**src/rtl/ptp_nco_pkg.sv**
```systemverilog
`timescale 1ns/1ps
package ptp_nco_pkg;
    localparam int BUS_AW    = 5;
    localparam int BUS_DW    = 16;
    localparam int SEC_W     = 48;
    localparam int NS_W      = 32;
    localparam int FRAC_W    = 28;
    localparam int FREQ_W    = 32;
    localparam int NCO_W     = 48;
    localparam int NCO_SHIFT = 4;
    localparam int NCO_VAL_W = NCO_W - NCO_SHIFT;
    localparam int NCO_TOP_W = NCO_VAL_W - 2 * BUS_DW;
    localparam int TC_WORDS  = 5;
    localparam int CAP_WORDS = 4;
    localparam int ACC_W     = NS_W + FRAC_W;
    localparam int NACC_W    = NCO_W + FRAC_W;

    localparam logic [NS_W-1:0]   NS_PER_SEC   = 32'd1_000_000_000;
    localparam logic [FREQ_W-1:0] FREQ_NOMINAL = 32'h8000_0000;

    localparam logic [BUS_AW-1:0] ADDR_CTRL    = 5'h00;
    localparam logic [BUS_AW-1:0] ADDR_LOAD    = 5'h01;
    localparam logic [BUS_AW-1:0] ADDR_PERMIT  = 5'h02;
    localparam logic [BUS_AW-1:0] ADDR_FREQ_LO = 5'h03;
    localparam logic [BUS_AW-1:0] ADDR_FREQ_HI = 5'h04;
    localparam logic [BUS_AW-1:0] ADDR_TC0     = 5'h05;
    localparam logic [BUS_AW-1:0] ADDR_NCO_LO  = 5'h0A;
    localparam logic [BUS_AW-1:0] ADDR_NCO_MID = 5'h0B;
    localparam logic [BUS_AW-1:0] ADDR_NCO_TOP = 5'h0C;
    localparam logic [BUS_AW-1:0] ADDR_STATUS  = 5'h0D;
    localparam logic [BUS_AW-1:0] ADDR_CAPCTL  = 5'h0E;
    localparam logic [BUS_AW-1:0] ADDR_CAPW0   = 5'h10;

    localparam int LD_TC      = 10;
    localparam int LD_SO      = 9;
    localparam int LD_NCO     = 7;
    localparam int LD_FREQ    = 6;
    localparam int PERMIT_BIT = 6;
    localparam int SEL_BIT    = 14;
    localparam int CAP_START  = 10;
    localparam int CAP_END    = 11;

    localparam logic [BUS_DW-1:0] LOAD_MASK  = 16'h06C0;
    localparam logic [BUS_DW-1:0] AUTO_CLEAR = 16'h0680;

    typedef struct packed {
        logic init;
        logic capture;
        logic trig;
    } ctrl_t;

    typedef struct packed {
        logic [FREQ_W-1:0]    freq;
        logic [SEC_W-1:0]     tc_sec;
        logic [NS_W-1:0]      tc_ns;
        logic [NCO_VAL_W-1:0] nco_val;
    } shadow_t;

    typedef struct packed {
        logic [SEC_W-1:0]  sec;
        logic [NS_W-1:0]   ns;
        logic [FRAC_W-1:0] frac;
    } tod_t;

    function automatic tod_t tod_advance(tod_t t, logic [FREQ_W-1:0] step);
        logic [ACC_W-1:0] acc;
        tod_t r;
        acc    = {t.ns, t.frac} + ACC_W'(step);
        r.frac = acc[FRAC_W-1:0];
        if (acc[ACC_W-1:FRAC_W] >= NS_PER_SEC) begin
            r.ns  = acc[ACC_W-1:FRAC_W] - NS_PER_SEC;
            r.sec = t.sec + SEC_W'(1);
        end else begin
            r.ns  = acc[ACC_W-1:FRAC_W];
            r.sec = t.sec;
        end
        return r;
    endfunction
endpackage

```
**src/rtl/ptp_fsync_detect.sv**
```systemverilog
`timescale 1ns/1ps
module ptp_fsync_detect #(
    parameter int SYNC_STAGES = 2
) (
    input  logic clk,
    input  logic rst,
    input  logic pin,
    input  logic sw_rise,
    output logic fire
);
    logic [SYNC_STAGES:0] sreg;
    logic pin_edge;

    always_ff @(posedge clk) begin
        if (rst) sreg <= '0;
        else     sreg <= {sreg[SYNC_STAGES-1:0], pin};
    end

    assign pin_edge = sreg[SYNC_STAGES-1] & ~sreg[SYNC_STAGES];
    assign fire     = pin_edge | sw_rise;
endmodule

```
**src/rtl/ptp_shadow_regs.sv**
```systemverilog
`timescale 1ns/1ps
module ptp_shadow_regs
    import ptp_nco_pkg::*;
(
    input  logic              clk,
    input  logic              rst,
    input  logic              wr_en,
    input  logic [BUS_AW-1:0] addr,
    input  logic [BUS_DW-1:0] wdata,
    input  logic              fire,
    output ctrl_t             ctrl_q,
    output ctrl_t             ctrl_eff,
    output logic              sw_rise,
    output logic [BUS_DW-1:0] load_q,
    output logic              permit_q,
    output logic              freq_sel_q,
    output shadow_t           shd
);
    logic ctrl_wr;
    logic [BUS_DW-1:0] freq_lo, freq_hi, nco_lo, nco_mid;
    logic [NCO_TOP_W-1:0] nco_top;
    logic [TC_WORDS-1:0][BUS_DW-1:0] tc_w;

    assign ctrl_wr  = wr_en && (addr == ADDR_CTRL);
    assign ctrl_eff = ctrl_wr ? ctrl_t'(wdata[2:0]) : ctrl_q;
    assign sw_rise  = ctrl_wr && wdata[0] && !ctrl_q.trig;

    always_ff @(posedge clk) begin
        if (rst) begin
            ctrl_q <= '0;
        end else if (ctrl_wr) begin
            ctrl_q <= ctrl_t'(wdata[2:0]);
        end
    end

    always_ff @(posedge clk) begin
        if (rst) begin
            load_q <= '0;
        end else if (wr_en && addr == ADDR_LOAD) begin
            load_q <= wdata & LOAD_MASK;
        end else if (fire && ctrl_eff.init) begin
            load_q <= load_q & ~AUTO_CLEAR;
        end
    end

    always_ff @(posedge clk) begin
        if (rst) begin
            permit_q   <= 1'b0;
            freq_sel_q <= 1'b0;
            freq_lo    <= '0;
            freq_hi    <= '0;
            nco_lo     <= '0;
            nco_mid    <= '0;
            nco_top    <= '0;
        end else if (wr_en) begin
            case (addr)
                ADDR_PERMIT:  permit_q <= wdata[PERMIT_BIT];
                ADDR_FREQ_LO: freq_lo  <= wdata;
                ADDR_FREQ_HI: freq_hi  <= wdata;
                ADDR_NCO_LO:  nco_lo   <= wdata;
                ADDR_NCO_MID: nco_mid  <= wdata;
                ADDR_NCO_TOP: begin
                    nco_top    <= wdata[NCO_TOP_W-1:0];
                    freq_sel_q <= wdata[SEL_BIT];
                end
                default: ;
            endcase
        end
    end

    for (genvar g = 0; g < TC_WORDS; g++) begin : g_tc
        always_ff @(posedge clk) begin
            if (rst) begin
                tc_w[g] <= '0;
            end else if (wr_en && addr == ADDR_TC0 + BUS_AW'(g)) begin
                tc_w[g] <= wdata;
            end
        end
    end

    assign shd.freq    = {freq_hi, freq_lo};
    assign shd.tc_ns   = {tc_w[1], tc_w[0]};
    assign shd.tc_sec  = {tc_w[4], tc_w[3], tc_w[2]};
    assign shd.nco_val = {nco_top, nco_mid, nco_lo};
endmodule

```
**src/rtl/ptp_tod_core.sv**
```systemverilog
`timescale 1ns/1ps
module ptp_tod_core
    import ptp_nco_pkg::*;
(
    input  logic              clk,
    input  logic              rst,
    input  logic              freq_sel,
    input  logic              apply_freq,
    input  logic              apply_tc,
    input  logic              apply_nco,
    input  shadow_t           shd,
    output logic [SEC_W-1:0]  sec,
    output logic [NS_W-1:0]   ns,
    output logic [NCO_W-1:0]  nco_ns,
    output logic [FREQ_W-1:0] active_freq,
    output logic [FREQ_W-1:0] step_freq
);
    tod_t tod_q, tod_next;
    logic [FRAC_W-1:0] nco_frac;
    logic [NACC_W-1:0] nco_sum;

    assign step_freq = freq_sel ? active_freq : FREQ_NOMINAL;
    assign tod_next  = tod_advance(tod_q, step_freq);
    assign nco_sum   = {nco_ns, nco_frac} + NACC_W'(step_freq);

    always_ff @(posedge clk) begin
        if (rst) begin
            tod_q <= '0;
        end else if (apply_tc) begin
            tod_q <= '{sec: shd.tc_sec, ns: shd.tc_ns, frac: '0};
        end else begin
            tod_q <= tod_next;
        end
    end

    always_ff @(posedge clk) begin
        if (rst) begin
            nco_ns   <= '0;
            nco_frac <= '0;
        end else if (apply_nco) begin
            nco_ns   <= {shd.nco_val, {NCO_SHIFT{1'b0}}};
            nco_frac <= '0;
        end else begin
            nco_ns   <= nco_sum[NACC_W-1:FRAC_W];
            nco_frac <= nco_sum[FRAC_W-1:0];
        end
    end

    always_ff @(posedge clk) begin
        if (rst)             active_freq <= FREQ_NOMINAL;
        else if (apply_freq) active_freq <= shd.freq;
    end

    assign sec = tod_q.sec;
    assign ns  = tod_q.ns;
endmodule

```
**src/rtl/ptp_capture_unit.sv**
```systemverilog
`timescale 1ns/1ps
module ptp_capture_unit
    import ptp_nco_pkg::*;
(
    input  logic                            clk,
    input  logic                            rst,
    input  logic                            capture,
    input  logic [2*BUS_DW-1:0]             sec_lo,
    input  logic [NS_W-1:0]                 ns,
    input  logic                            start,
    input  logic                            finish,
    output logic                            irq,
    output logic [CAP_WORDS-1:0][BUS_DW-1:0] hold
);
    logic [CAP_WORDS-1:0][BUS_DW-1:0] cap_q;

    always_ff @(posedge clk) begin
        if (rst) begin
            cap_q <= '0;
            irq   <= 1'b0;
        end else if (capture) begin
            cap_q <= {sec_lo[31:16], sec_lo[15:0], ns[31:16], ns[15:0]};
            irq   <= 1'b1;
        end else if (finish) begin
            irq   <= 1'b0;
        end
    end

    always_ff @(posedge clk) begin
        if (rst)        hold <= '0;
        else if (start) hold <= cap_q;
    end
endmodule

```
**src/rtl/ptp_nco_clock.sv**
```systemverilog
`timescale 1ns/1ps
module ptp_nco_clock
    import ptp_nco_pkg::*;
#(
    parameter int SYNC_STAGES = 2
) (
    input  logic        clk,
    input  logic        rst,
    input  logic        bus_wr,
    input  logic        bus_rd,
    input  logic [4:0]  bus_addr,
    input  logic [15:0] bus_wdata,
    output logic [15:0] bus_rdata,
    input  logic        fsync_pin,
    output logic [47:0] tod_sec,
    output logic [31:0] tod_ns,
    output logic [47:0] nco_ns,
    output logic        fsync_irq
);
    ctrl_t ctrl_q, ctrl_eff;
    shadow_t shd;
    logic sw_rise, fire, permit_q, freq_sel_q;
    logic [BUS_DW-1:0] load_q;
    logic [FREQ_W-1:0] active_freq, step_freq;
    logic apply_freq, apply_tc, apply_nco, capture_req, cap_start, cap_end;
    logic [CAP_WORDS-1:0][BUS_DW-1:0] hold;

    ptp_shadow_regs u_regs (
        .clk(clk), .rst(rst), .wr_en(bus_wr), .addr(bus_addr), .wdata(bus_wdata),
        .fire(fire), .ctrl_q(ctrl_q), .ctrl_eff(ctrl_eff), .sw_rise(sw_rise),
        .load_q(load_q), .permit_q(permit_q), .freq_sel_q(freq_sel_q), .shd(shd)
    );

    ptp_fsync_detect #(.SYNC_STAGES(SYNC_STAGES)) u_fsync (
        .clk(clk), .rst(rst), .pin(fsync_pin), .sw_rise(sw_rise), .fire(fire)
    );

    assign apply_freq  = fire && (load_q[LD_FREQ] || permit_q);
    assign apply_tc    = fire && ctrl_eff.init && load_q[LD_TC];
    assign apply_nco   = fire && ctrl_eff.init && load_q[LD_NCO];
    assign capture_req = fire && ctrl_eff.capture;
    assign cap_start   = bus_wr && bus_addr == ADDR_CAPCTL && bus_wdata[CAP_START];
    assign cap_end     = bus_wr && bus_addr == ADDR_CAPCTL && bus_wdata[CAP_END];

    ptp_tod_core u_core (
        .clk(clk), .rst(rst), .freq_sel(freq_sel_q), .apply_freq(apply_freq),
        .apply_tc(apply_tc), .apply_nco(apply_nco), .shd(shd),
        .sec(tod_sec), .ns(tod_ns), .nco_ns(nco_ns),
        .active_freq(active_freq), .step_freq(step_freq)
    );

    ptp_capture_unit u_cap (
        .clk(clk), .rst(rst), .capture(capture_req), .sec_lo(tod_sec[31:0]),
        .ns(tod_ns), .start(cap_start), .finish(cap_end), .irq(fsync_irq), .hold(hold)
    );

    always_ff @(posedge clk) begin
        if (rst) begin
            bus_rdata <= '0;
        end else if (bus_rd) begin
            case (bus_addr)
                ADDR_CTRL:   bus_rdata <= {13'd0, ctrl_q};
                ADDR_LOAD:   bus_rdata <= load_q;
                ADDR_PERMIT: bus_rdata <= BUS_DW'({permit_q, {PERMIT_BIT{1'b0}}});
                ADDR_STATUS: bus_rdata <= {15'd0, fsync_irq};
                ADDR_CAPW0, ADDR_CAPW0 + 5'd1, ADDR_CAPW0 + 5'd2, ADDR_CAPW0 + 5'd3:
                             bus_rdata <= hold[bus_addr[1:0]];
                default:     bus_rdata <= '0;
            endcase
        end
    end
endmodule

```
**config.mk**
```make
export PLATFORM = sky130hd
export DESIGN_NAME = ptp_nco_clock
export DESIGN_NICKNAME = d
export VERILOG_FILES = /design/src/rtl/ptp_nco_pkg.sv /design/src/rtl/ptp_fsync_detect.sv /design/src/rtl/ptp_shadow_regs.sv /design/src/rtl/ptp_tod_core.sv /design/src/rtl/ptp_capture_unit.sv /design/src/rtl/ptp_nco_clock.sv
export SDC_FILE = /design/constraint.sdc
export NUM_CORES = 1
export LEC_CHECK = 0
export BUFFER_PORTS_ARGS = -buffer_cell sky130_fd_sc_hd__buf_2
export CAP_MARGIN = 20
export CELL_PAD_IN_SITES_DETAIL_PLACEMENT = 0
export CELL_PAD_IN_SITES_GLOBAL_PLACEMENT = 2
export CORE_UTILIZATION = 30
export CTS_CLUSTER_DIAMETER = 80
export DETAILED_ROUTE_END_ITERATION = 10
export PLACE_DENSITY_LB_ADDON = 0.05
export SLEW_MARGIN = 20
export SYNTH_ARGS = -nofsm -noshare
export SYNTH_HDL_FRONTEND = slang
export SYNTH_SLANG_ARGS = --single-unit
```
**constraint.sdc**
```tcl
create_clock -name clk -period 19.5 [get_ports clk]
set_input_delay 3.9 -clock clk [delete_from_list [all_inputs] [get_ports clk]]
set_output_delay 3.9 -clock clk [all_outputs]
set_load 0.005 [all_outputs]
```
==> results of run 1 <==
worst max-delay path by stage:
stage | to | slack, ns | cells past startpoint
after floorplan | u_core.sec[23] | 12.71 | 31
after global placement | u_core.nco_ns[3] | 11.69 | 12
after detailed placement | u_core.nco_ns[6] | 11.55 | 12
after CTS | u_core.nco_ns[7] | 12.13 | 12
after global routing | u_core.nco_ns[7] | 11.75 | 12
final | u_core.nco_ns[7] | 12.13 | 12
power by group:
| group | switching, mW | leakage, nW | internal (mW) |
|---|---|---|---|
| logic | 0.0549 | 5.15 | 0.0116 |
| clock network | 0.519 | 1.15 | 0.805 |
| registers | 0.00406 | 4.26 | 1.08 |
layer usage:
metal	vias up	share of wire	GRT usage
li1	12300	-	-
met1	12200	0.49	0.320
met2	625	0.45	0.348
met3	107	0.044	0.0258
met4	4	0.015	0.0490
met5	-	0.00022	0
flip-flops by register name, indices dropped and copies added, names as in the netlist, 3 cells and up:
signal	flops
u_regs.shd	80
u_regs.nco_top	12
u_core.sec	48
u_regs.ctrl_q	3
u_core.ns	32
u_regs.freq_lo	16
u_regs.nco_mid	16
u_cap.hold	64
u_regs.nco_lo	16
u_core.active_freq	32
u_cap.cap_q	64
bus_rdata	16
u_regs.load_q	4
u_core.nco_frac	28
u_core.nco_ns	48
u_fsync.sreg	3
u_regs.freq_hi	16
u_core.tod_q	28
layout make-up:
class                      instances  area share
antenna                            1   0.0000803
clock buffer                      97      0.0647
tap                             1243      0.0499
inverter                          49     0.00590
multi-input combinational       2708       0.493
sequential                       529       0.340
clock inverter                    27      0.0105
timing repair buffer             205      0.0364
critical path: stages:
cell,delay [ns]
buf_2,0.47
nor2_1,0.20
and2_1,0.25
nand2_1,0.18
nor3b_1,0.08
a21oi_1,0.52
nor2_1,0.24
nand2_2,0.13
buf_4,0.62
nand2b_1,0.57
buf_4,0.40
o21ai_0,0.23
synthesized netlist by cell type (all sizes together) (7+ instances only):
| cell | instances | area, µm² |
|---|---|---|
| a211oi | 76 | 581 |
| a21o | 17 | 128 |
| a21oi | 453 | 2280 |
| a22o | 12 | 105 |
| a22oi | 10 | 80.1 |
| a31oi | 14 | 118 |
| a32oi | 22 | 193 |
| and2 | 52 | 325 |
| and3 | 47 | 294 |
| and4 | 12 | 105 |
| buf | 151 | 971 |
| clkbuf | 205 | 771 |
| dfxtp | 529 | 10600 |
| ha | 26 | 325 |
| inv | 49 | 184 |
| mux4 | 16 | 360 |
| nand2 | 869 | 3260 |
| nand2b | 38 | 238 |
| nand3 | 73 | 365 |
| nand3b | 7 | 56.3 |
| nand4 | 42 | 263 |
| nand4bb | 12 | 135 |
| nor2 | 238 | 893 |
| nor2b | 29 | 181 |
| nor3 | 44 | 225 |
| nor4 | 25 | 231 |
| o211a | 7 | 70.1 |
| o211ai | 22 | 165 |
| o21a | 7 | 52.6 |
| o21ai | 129 | 668 |
| o221ai | 9 | 78.8 |
| o22ai | 26 | 175 |
| o31a | 7 | 61.3 |
| or2 | 14 | 87.6 |
| or3 | 13 | 91.3 |
| or4 | 8 | 60.1 |
| xnor2 | 150 | 1310 |
| xor2 | 80 | 716 |
through the flow:
step           cell area [µm²]  setup WS (ns)
2_1_floorplan            27800          12.71
3_3_place_gp             28800          11.69
3_5_place_dp             28800          11.55
4_1_cts                  31200          12.13
5_1_grt                  31200          11.75
6_report                 31200          12.13
cell families after synthesis:
logic type               count (synthesis)  share of synthesized area
AO/OA/AOI/OAI                          888                      0.199
flip-flops                             529                      0.380
AND/OR/NAND/NOR                       1535                      0.249
adder cells (fa/ha/maj)                 32                     0.0146
multiplexers                            23                     0.0155
buffers and inverters                  405                     0.0692
XOR/XNOR                               230                     0.0729
==> run_results.csv, run 1 <==
group,metric,value,unit
yosys,ys_seq_elements,529,
final_layout,final_cells,4859,
final_layout,syn_to_final_growth,12.0,%
cts,cts_setup_buffers,0,
critical_path,timing.rr.end,"u_core.sec[41]",
critical_path,critical_path_required,20.01,ns
timing,rsz0062_at_grt,"false",
grt,grt_remaining_overflow,0,
routing,wirelength,106,mm
timing,finalSetupViolations,0,
critical_path,r2r_cells,19,
grt,grt_pass1_vias,23900,
cts,cts_tree,"yes",
critical_path,critPathCaptureType,"register",
final_layout,multi_input_area,15400,µm²
timing,finalSetupTns,0,ns
min_path,min_to,"u_fsync.sreg[1]",
routing,wl_per_cell,21.8,µm
cts,cts_sinks,529,
routing,vias,25200,
floorplanning,core_area,91800,µm²
yosys,synthCells,3642,
critical_path,arrival,7.89,ns
critical_path,worst_r2r_startpoint,"u_regs.freq_sel_q",
yosys,ys_warn_count,0,
power_and_ir_drop,irDropWorstVdd,66.7,µV
power_and_ir_drop,p_per_area,79.5,nW/µm²
yosys,synth_cell_type_count,103,
cts,cts_htree_levels,3,
grt,grt_pass1_wl,158,mm
routing,drt_iter0_markers,1909,
placed_design,place.detailed.hpwl,71.9,mm
final_layout,nets,3617,
power_and_ir_drop,power.total,2.48,mW
floorplanning,rows,111,
power_and_ir_drop,power.leakage,10.6,nW
floorplanning,die_area,94000,µm²
placed_design,dp.cells,4734,
yosys,syn_nets,3696,
grt,antenna_found_initial,10,
cts,cts.repair.resized,0,
critical_path,path_max_fanout,75,
grt,grt.total_usage,0.221,
timing,finalHoldViolations,0,
routing,vias_per_cell,5.19,
timing,finalCriticalPeriod,7.37,ns
routing,drc,0,
timing,fmax,0.136,GHz
floorplanning,start_util,0.303,
timing,maxSlewHeadroom,0.316,
final_layout,post-route-util,0.340,
timing,period_share,0.378,
min_path,hp-class,"reg -> reg",
cts,cts-root-buf,"clkbuf_16",
job,cap_violations,0,
yosys,yosysSeqAreaShare,0.380,
critical_path,critical_path_class,"in -> reg",
floorplanning,io_pins,171,
final_layout,regArea,10600,µm²
cts,cts_buffers,70,
routing,drt-pass1-iter-count,5,
yosys,synth_edf_count,0,
min_path,worstHoldStart,"u_fsync.sreg[0]",
cts,ctsHoldBuffers,0,
yosys,syn_area,27800,µm²
critical_path,crit_start,"bus_addr[1]",
timing,worst_slew_pin_slew,1.03,ns
routing,antenna_left,0,
cts,clockBufferDepth,3,
placed_design,io_buffers,170,
placed_design,gp_congestion,0.829,
grt,grt_max_degree,133,
floorplanning,die_h,307,µm
yosys,synth.avg_cell_area,7.64,µm²
critical_path,reg2reg_slack,13.04,ns
yosys,ys.flop_type,"dfxtp_1",
yosys,async_flop_share,0,
timing,slew_violations,0,
final_layout,final_cell_mix,"nand2_1 (865), dfxtp_1 (528), a21oi_1 (452)",
critical_path,cp-start-kind,"input port",
timing,skew,0.0285,ns
min_path,hold_path_depth,1,
final_layout,fillers,9796,
final_layout,drive_gt1_frac,0.112,
final_layout,mostFrequentLayoutCell,"nand2_1",
floorplanning,fp.dieW,307,µm
cts,clk_latency,0.61,ns
cts,clk_pin_slew,0.06,ns
timing,hold-worst-slack,0.440,ns
status,outcome,"completed",
(Power assumes the default switching activity.)
==> inputs of run 2 (changes only) <==
--- a/config.mk
+++ b/config.mk
@@ -5,6 +5,7 @@
 export SDC_FILE = /design/constraint.sdc
 export NUM_CORES = 1
 export LEC_CHECK = 0
+export ABC_AREA = 1
 export BUFFER_PORTS_ARGS = -buffer_cell sky130_fd_sc_hd__buf_2
 export CAP_MARGIN = 20
 export CELL_PAD_IN_SITES_DETAIL_PLACEMENT = 0
==> constraint.sdc (replaced) <==
create_clock -name clk -period 7.2 [get_ports clk]
set_input_delay 1.44 -clock clk [delete_from_list [all_inputs] [get_ports clk]]
set_output_delay 1.44 -clock clk [all_outputs]
set_load 0.005 [all_outputs]
==> run_results.csv, run 2 <==
group,metric,value,unit
yosys,synth_edf_count,0,
grt,grt.total_usage,0.255,
routing,drt-pass1-iter-count,5,
timing,worst_slack,1.72,ns
yosys,synth_area_leader_cell,"dfxtp_1",
floorplanning,start_util,0.303,
final_layout,syn_to_final_growth,13.5,%
power_and_ir_drop,power.leakage,14.8,nW
final_layout,final_cell_mix,"nand2_1 (977), inv_1 (679), dfxtp_1 (528)",
placed_design,place.detailed.hpwl,100,mm
power_and_ir_drop,p_per_area,211,nW/µm²
critical_path,r2r_cells,27,
routing,vias_per_cell,4.97,
floorplanning,fp.dieW,317,µm
grt,grt_max_degree,161,
routing,vias,30000,
cts,cts_buffers,71,
cts,cts.repair.resized,0,
yosys,synthTopCellsByCount,"nand2_1 (979), inv_1 (682), dfxtp_1 (529)",
routing,wl_per_cell,21.5,µm
routing,wl_met1,62.6,mm
critical_path,worst_r2r_startpoint,"u_regs.freq_sel_q",
timing,finalCriticalPeriod,5.48,ns
yosys,ys.flop_type,"dfxtp_1",
yosys,ys_warn_count,0,
yosys,netlist_top_cells_area,"dfxtp_1 (36%), nand2_1 (12%), inv_1 (8.6%), o21ai_0 (7.2%), a21oi_1 (7.1%)",
grt,grt_remaining_overflow,0,
timing,rsz0062_at_grt,"false",
yosys,syn_nets,4722,
cts,cts_setup_buffers,0,
timing,maxSlewHeadroom,0.311,
timing,finalSetupViolations,0,
min_path,hp-class,"reg -> reg",
cts,cts_tree,"yes",
grt,antenna_found_initial,8,
cts,clockBufferDepth,3,
yosys,ys_seq_elements,529,
grt,grt_pass1_vias,29000,
yosys,synth.avg_cell_area,6.38,µm²
timing,skew,0.0356,ns
routing,top_layer_used,"met5",
cts,cts_htree_levels,3,
yosys,syn_area,29800,µm²
critical_path,cp-start-kind,"register",
routing,antenna_left,0,
floorplanning,rows,115,
yosys,async_flop_share,0,
routing,wirelength,130,mm
grt,grt_pass1_wl,191,mm
critical_path,path_max_fanout,45,
timing,slew_violations,0,
floorplanning,io_pins,171,
final_layout,nets,4745,
yosys,synth_top_area_frac,0.356,
timing,fmax,0.182,GHz
status,outcome,"completed",
routing,dr_wl_met3,5.69,mm
floorplanning,core_area,98400,µm²
critical_path,critical_path_class,"reg -> reg",
yosys,synthCells,4668,
routing,dr_wl_met2,57.9,mm
timing,period_share,0.762,
final_layout,mostFrequentLayoutCell,"nand2_1",
placed_design,io_buffers,170,
timing,worst_slew_pin_slew,1.03,ns
cts,cts-root-buf,"clkbuf_16",
final_layout,largest_register_ffs,80,
critical_path,critPathCaptureType,"register",
routing,drt_iter0_markers,2140,
critical_path,critical_path_required,7.70,ns
cts,clk_latency,0.64,ns
yosys,synth_cell_type_count,49,
cts,clk_pin_slew,0.06,ns
yosys,synth_most_common_cell,"nand2_1",
job,cap_violations,0,
min_path,hold_path_depth,2,
cts,ctsHoldBuffers,0,
power_and_ir_drop,irDropWorstVdd,177,µV
yosys,yosysSeqAreaShare,0.356,
critical_path,timing.rr.end,"u_core.sec[3]",
timing,finalSetupTns,0,ns
placed_design,place_ws,1.65,ns
floorplanning,die_area,101000,µm²
final_layout,drive_gt1_frac,0.0975,
critical_path,arrival,5.99,ns
timing,finalHoldViolations,0,
placed_design,gp_congestion,0.914,
routing,drc,0,
cts,cts_sinks,529,
floorplanning,die_h,317,µm
min_path,worstHoldStart,"u_regs.freq_lo[14]",
critical_path,reg2reg_slack,1.72,ns
min_path,min_to,"u_core.active_freq[14]",
[run 2: cell types whose count changed after synthesis, moves of 47 or more]
cell and delta:
o21ai_0 +312, nand3_1 +189, clkbuf_1 -59, and2_1 -47
xnor2_1 -144, nor2_1 +273, inv_1 +635, a211oi_1 -58
nand2_1 +111
[run 2: report_power, final]
part	switching [mW]	total (mW)	internal, mW
clock network	1.48	3.83	2.35
registers	0.0295	2.98	2.95
logic	0.242	0.314	0.0713
total	1.75	7.13	5.38
[run 2: stage by stage]
step                       util  total power [mW]  hold slack (ns)  std cells  area (µm²)
after global routing      0.343              7.37            0.447       6035       33800
after global placement    0.317              3.36            0.423       5904       31200
after CTS                 0.343              7.23            0.437       6034       33700
after detailed placement  0.317              3.36            0.431       5904       31200
final                     0.343              7.13            0.438       6036       33800
after floorplan               -              3.21            0.388       4668       29800
[run 2: how the worst max path moves through the flow]
stage	startpoint	slack, ns	to
after detailed placement	u_regs.freq_sel_q	1.65	u_core.sec[3]
after floorplan	u_regs.freq_sel_q	3.44	u_core.sec[38]
after global placement	u_regs.freq_sel_q	1.70	u_core.sec[3]
after global routing	u_regs.freq_sel_q	1.16	u_core.sec[25]
after CTS	u_regs.freq_sel_q	1.66	u_core.sec[3]
final	u_regs.freq_sel_q	1.72	u_core.sec[3]
[run 2: per-layer routing]
metal / GRT usage / up-vias
met5: 0 / -
met4: 0.0773 / 4
met3: 0.0372 / 162
met2: 0.405 / 661
met1: 0.356 / 14100
li1: - / 15100
[run 2: cell families (layout without fill, tap and decap cells)]
group | count (synthesis) | after routing | synth area share
adders and majority gates | 28 | 28 | 0.0123
DFF | 529 | 529 | 0.356
and+or+nand+nor | 2072 | 2072 | 0.299
AOI/OAI and AO/OA | 1015 | 1015 | 0.184
xor gates and xnor gates | 45 | 45 | 0.0132
buffers and inverters | 979 | 1059 | 0.136
other | 0 | 1 | 0
[run 2: worst max-delay path: stages, from the launching register on]
cell and delay (ns):
dfxtp_2 1.00, buf_4 0.29, nand2_1 0.05, inv_1 0.07
ha_1 0.16, inv_1 0.05, fa_1 0.36, inv_1 0.13
nand3_1 0.09, nand2_1 0.22, nand2_1 0.11, nand2_1 0.17
nand2_1 0.09, nand2_1 0.15, nand2_1 0.07, nand2_1 0.15
nand3_1 0.09, nand2_1 0.17, inv_2 0.07, nor2_2 0.12
o21ai_1 0.13, inv_2 0.10, nand3_2 0.68, buf_4 0.51
nand3_1 0.10, nand2_1 0.05, nor2_1 0.11, nor2_1 0.04
[run 2: final cells by class]
| class | instances | area, µm² |
|---|---|---|
| diodes | 1 | 2.50 |
| clock buffers | 102 | 2120 |
| clock inverters | 28 | 405 |
| fillers | 11200 | 64600 |
| inverters | 723 | 2720 |
| multi-input cells | 3160 | 15200 |
| flip-flops and latches | 529 | 10600 |
| well taps | 1287 | 1610 |
| repair buffers | 206 | 1160 |
==> inputs of run 3 (changes only) <==
==> constraint.sdc (replaced) <==
create_clock -name clk -period 5 [get_ports clk]
set_input_delay 1 -clock clk [delete_from_list [all_inputs] [get_ports clk]]
set_output_delay 1 -clock clk [all_outputs]
set_load 0.005 [all_outputs]
==> run_results.csv, run 3 (synthesis results as in run 2) <==
group,metric,value,unit
cts,ctsHoldBuffers,0,
timing,skew,0.0259,ns
floorplanning,start_util,0.303,
min_path,hp-class,"reg -> reg",
critical_path,cpMostUsedCell,"nand2_1",
critical_path,critical_path_class,"reg -> reg",
timing,finalSetupTns,0,ns
placed_design,dpl_cell_area,31500,µm²
final_layout,largest_register_ffs,80,
timing,finalHoldViolations,0,
critical_path,path_cells,"buf_12 > nand2_1 > inv_1 > ha_1 > inv_1 > nor2_1 > nand3_1 > nand2_1 > nand2_1 > nand2_1 > nand2_1 > nand2_1 > nand2_1 > nand2_1 > nand2_1 > nand2_1 > nor2_1 > o21bai_4 > nand2_1 > nand3_2 > nor2_1 > nand2_1 > a21oi_1",
critical_path,path_max_fanout,29,
cts,cts-root-buf,"clkbuf_16",
floorplanning,fp.dieW,317,µm
final_layout,mostFrequentLayoutCell,"nand2_1",
final_layout,drive_gt1_frac,0.102,
routing,vias_per_cell,4.93,
final_layout,num_antenna_cells,0,
grt,grt_max_degree,107,
critical_path,cp-start-kind,"register",
critical_path,critPathCaptureType,"register",
grt,grt.total_usage,0.255,
timing,rsz0062_at_grt,"false",
status,outcome,"completed",
power_and_ir_drop,power.total,10.0,mW
floorplanning,core_area,98400,µm²
routing,antenna_left,0,
routing,wirelength,130,mm
grt,grt_pass1_wl,190,mm
cts,clk_latency,0.64,ns
routing,drc,0,
floorplanning,io_pins,171,
cts,cts_setup_buffers,0,
floorplanning,rows,115,
cts,cts_tree,"yes",
cts,cts_htree_levels,3,
grt,antenna_found_initial,9,
critical_path,arrival,5.05,ns
job,cap_violations,0,
final_layout,stdcell_area,33900,µm²
routing,wl_per_cell,21.4,µm
placed_design,dp.cells,5932,
cts,clockBufferDepth,3,
critical_path,cpMaxStageDelayCell,"nor2_1",
cts,cts_sinks,529,
final_layout,syn_to_final_growth,13.9,%
timing,maxSlewHeadroom,0.293,
cts,cts_buffers,72,
floorplanning,die_area,101000,µm²
final_layout,final_cells,6061,
cts,clk_pin_slew,0.06,ns
timing,finalCriticalPeriod,4.49,ns
grt,grt_pass1_vias,28800,
routing,drt-pass1-iter-count,6,
timing,slew_violations,0,
final_layout,nets,4773,
timing,hold-worst-slack,0.401,ns
placed_design,io_buffers,170,
placed_design,gp_congestion,0.890,
critical_path,critical_path_required,5.56,ns
grt,grt_remaining_overflow,0,
timing,fmax,0.223,GHz
routing,vias,29900,
cts,cts.repair.resized,0,
timing,worst_slew_pin_slew,1.06,ns
placed_design,place.detailed.hpwl,101,mm
power_and_ir_drop,p_per_area,296,nW/µm²
power_and_ir_drop,power.leakage,14.9,nW
timing,finalSetupViolations,0,
power_and_ir_drop,irDropWorstVdd,204,µV
routing,drt_iter0_markers,2065,
critical_path,critical_path.max_stage_delay,0.77,ns
timing,period_share,0.898,
final_layout,final_cell_mix,"nand2_1 (978), inv_1 (679), dfxtp_1 (528)",
floorplanning,die_h,317,µm
## run 3: area by class of cell
cell class              instances  area (µm²)
clock inverters                28         328
flip-flops and latches        529       10600
repair buffers                233        1400
clock buffers                 101        2070
multi-input cells            3160       15200
fillers                     11200       64500
well taps                    1287        1610
inverters                     723        2720
## run 3: metal layers
layer	vias to the layer above	global-route usage	wire [µm]
li1	15200	-	-
met5	-	0	27
met4	4	0.0801	3620
met3	161	0.0410	6310
met1	13900	0.347	61300
met2	641	0.411	58500
## run 3: power breakdown
group	internal, mW	switching, mW	leakage [nW]	total (mW)
Clock	3.12	2.17	1.18	5.29
Combinational	0.105	0.349	9.45	0.455
Sequential	4.26	0.0377	4.27	4.29
Total	7.48	2.55	14.9	10.0
## run 3: worst max-delay path: cells and delay by family (launching register included)
kind / cells / cell delay (ns)
buf+inv: 3 / 0.41
compound gates: 2 / 0.36
flops: 1 / 0.47
fa+ha+maj: 1 / 0.19
simple gates: 17 / 2.96
## run 3: final timing paths
path | cells after the start | start | slack, ns | endpoint
worst min register to register | 2 | u_fsync.sreg[0] | 0.40 | u_fsync.sreg[1]
worst max-delay path | 23 | u_regs.freq_sel_q | 0.51 | u_core.sec[13]
worst min-delay path | 2 | u_fsync.sreg[0] | 0.40 | u_fsync.sreg[1]
worst max register to register | 23 | u_regs.freq_sel_q | 0.51 | u_core.sec[13]
## run 3: stage by stage
step            util  setup slack, ns
2_1_floorplan      -             1.24
3_3_place_gp   0.320            0.465
3_5_place_dp   0.320            0.384
4_1_cts        0.344            0.362
5_1_grt        0.344           0.0147
6_report       0.344            0.510
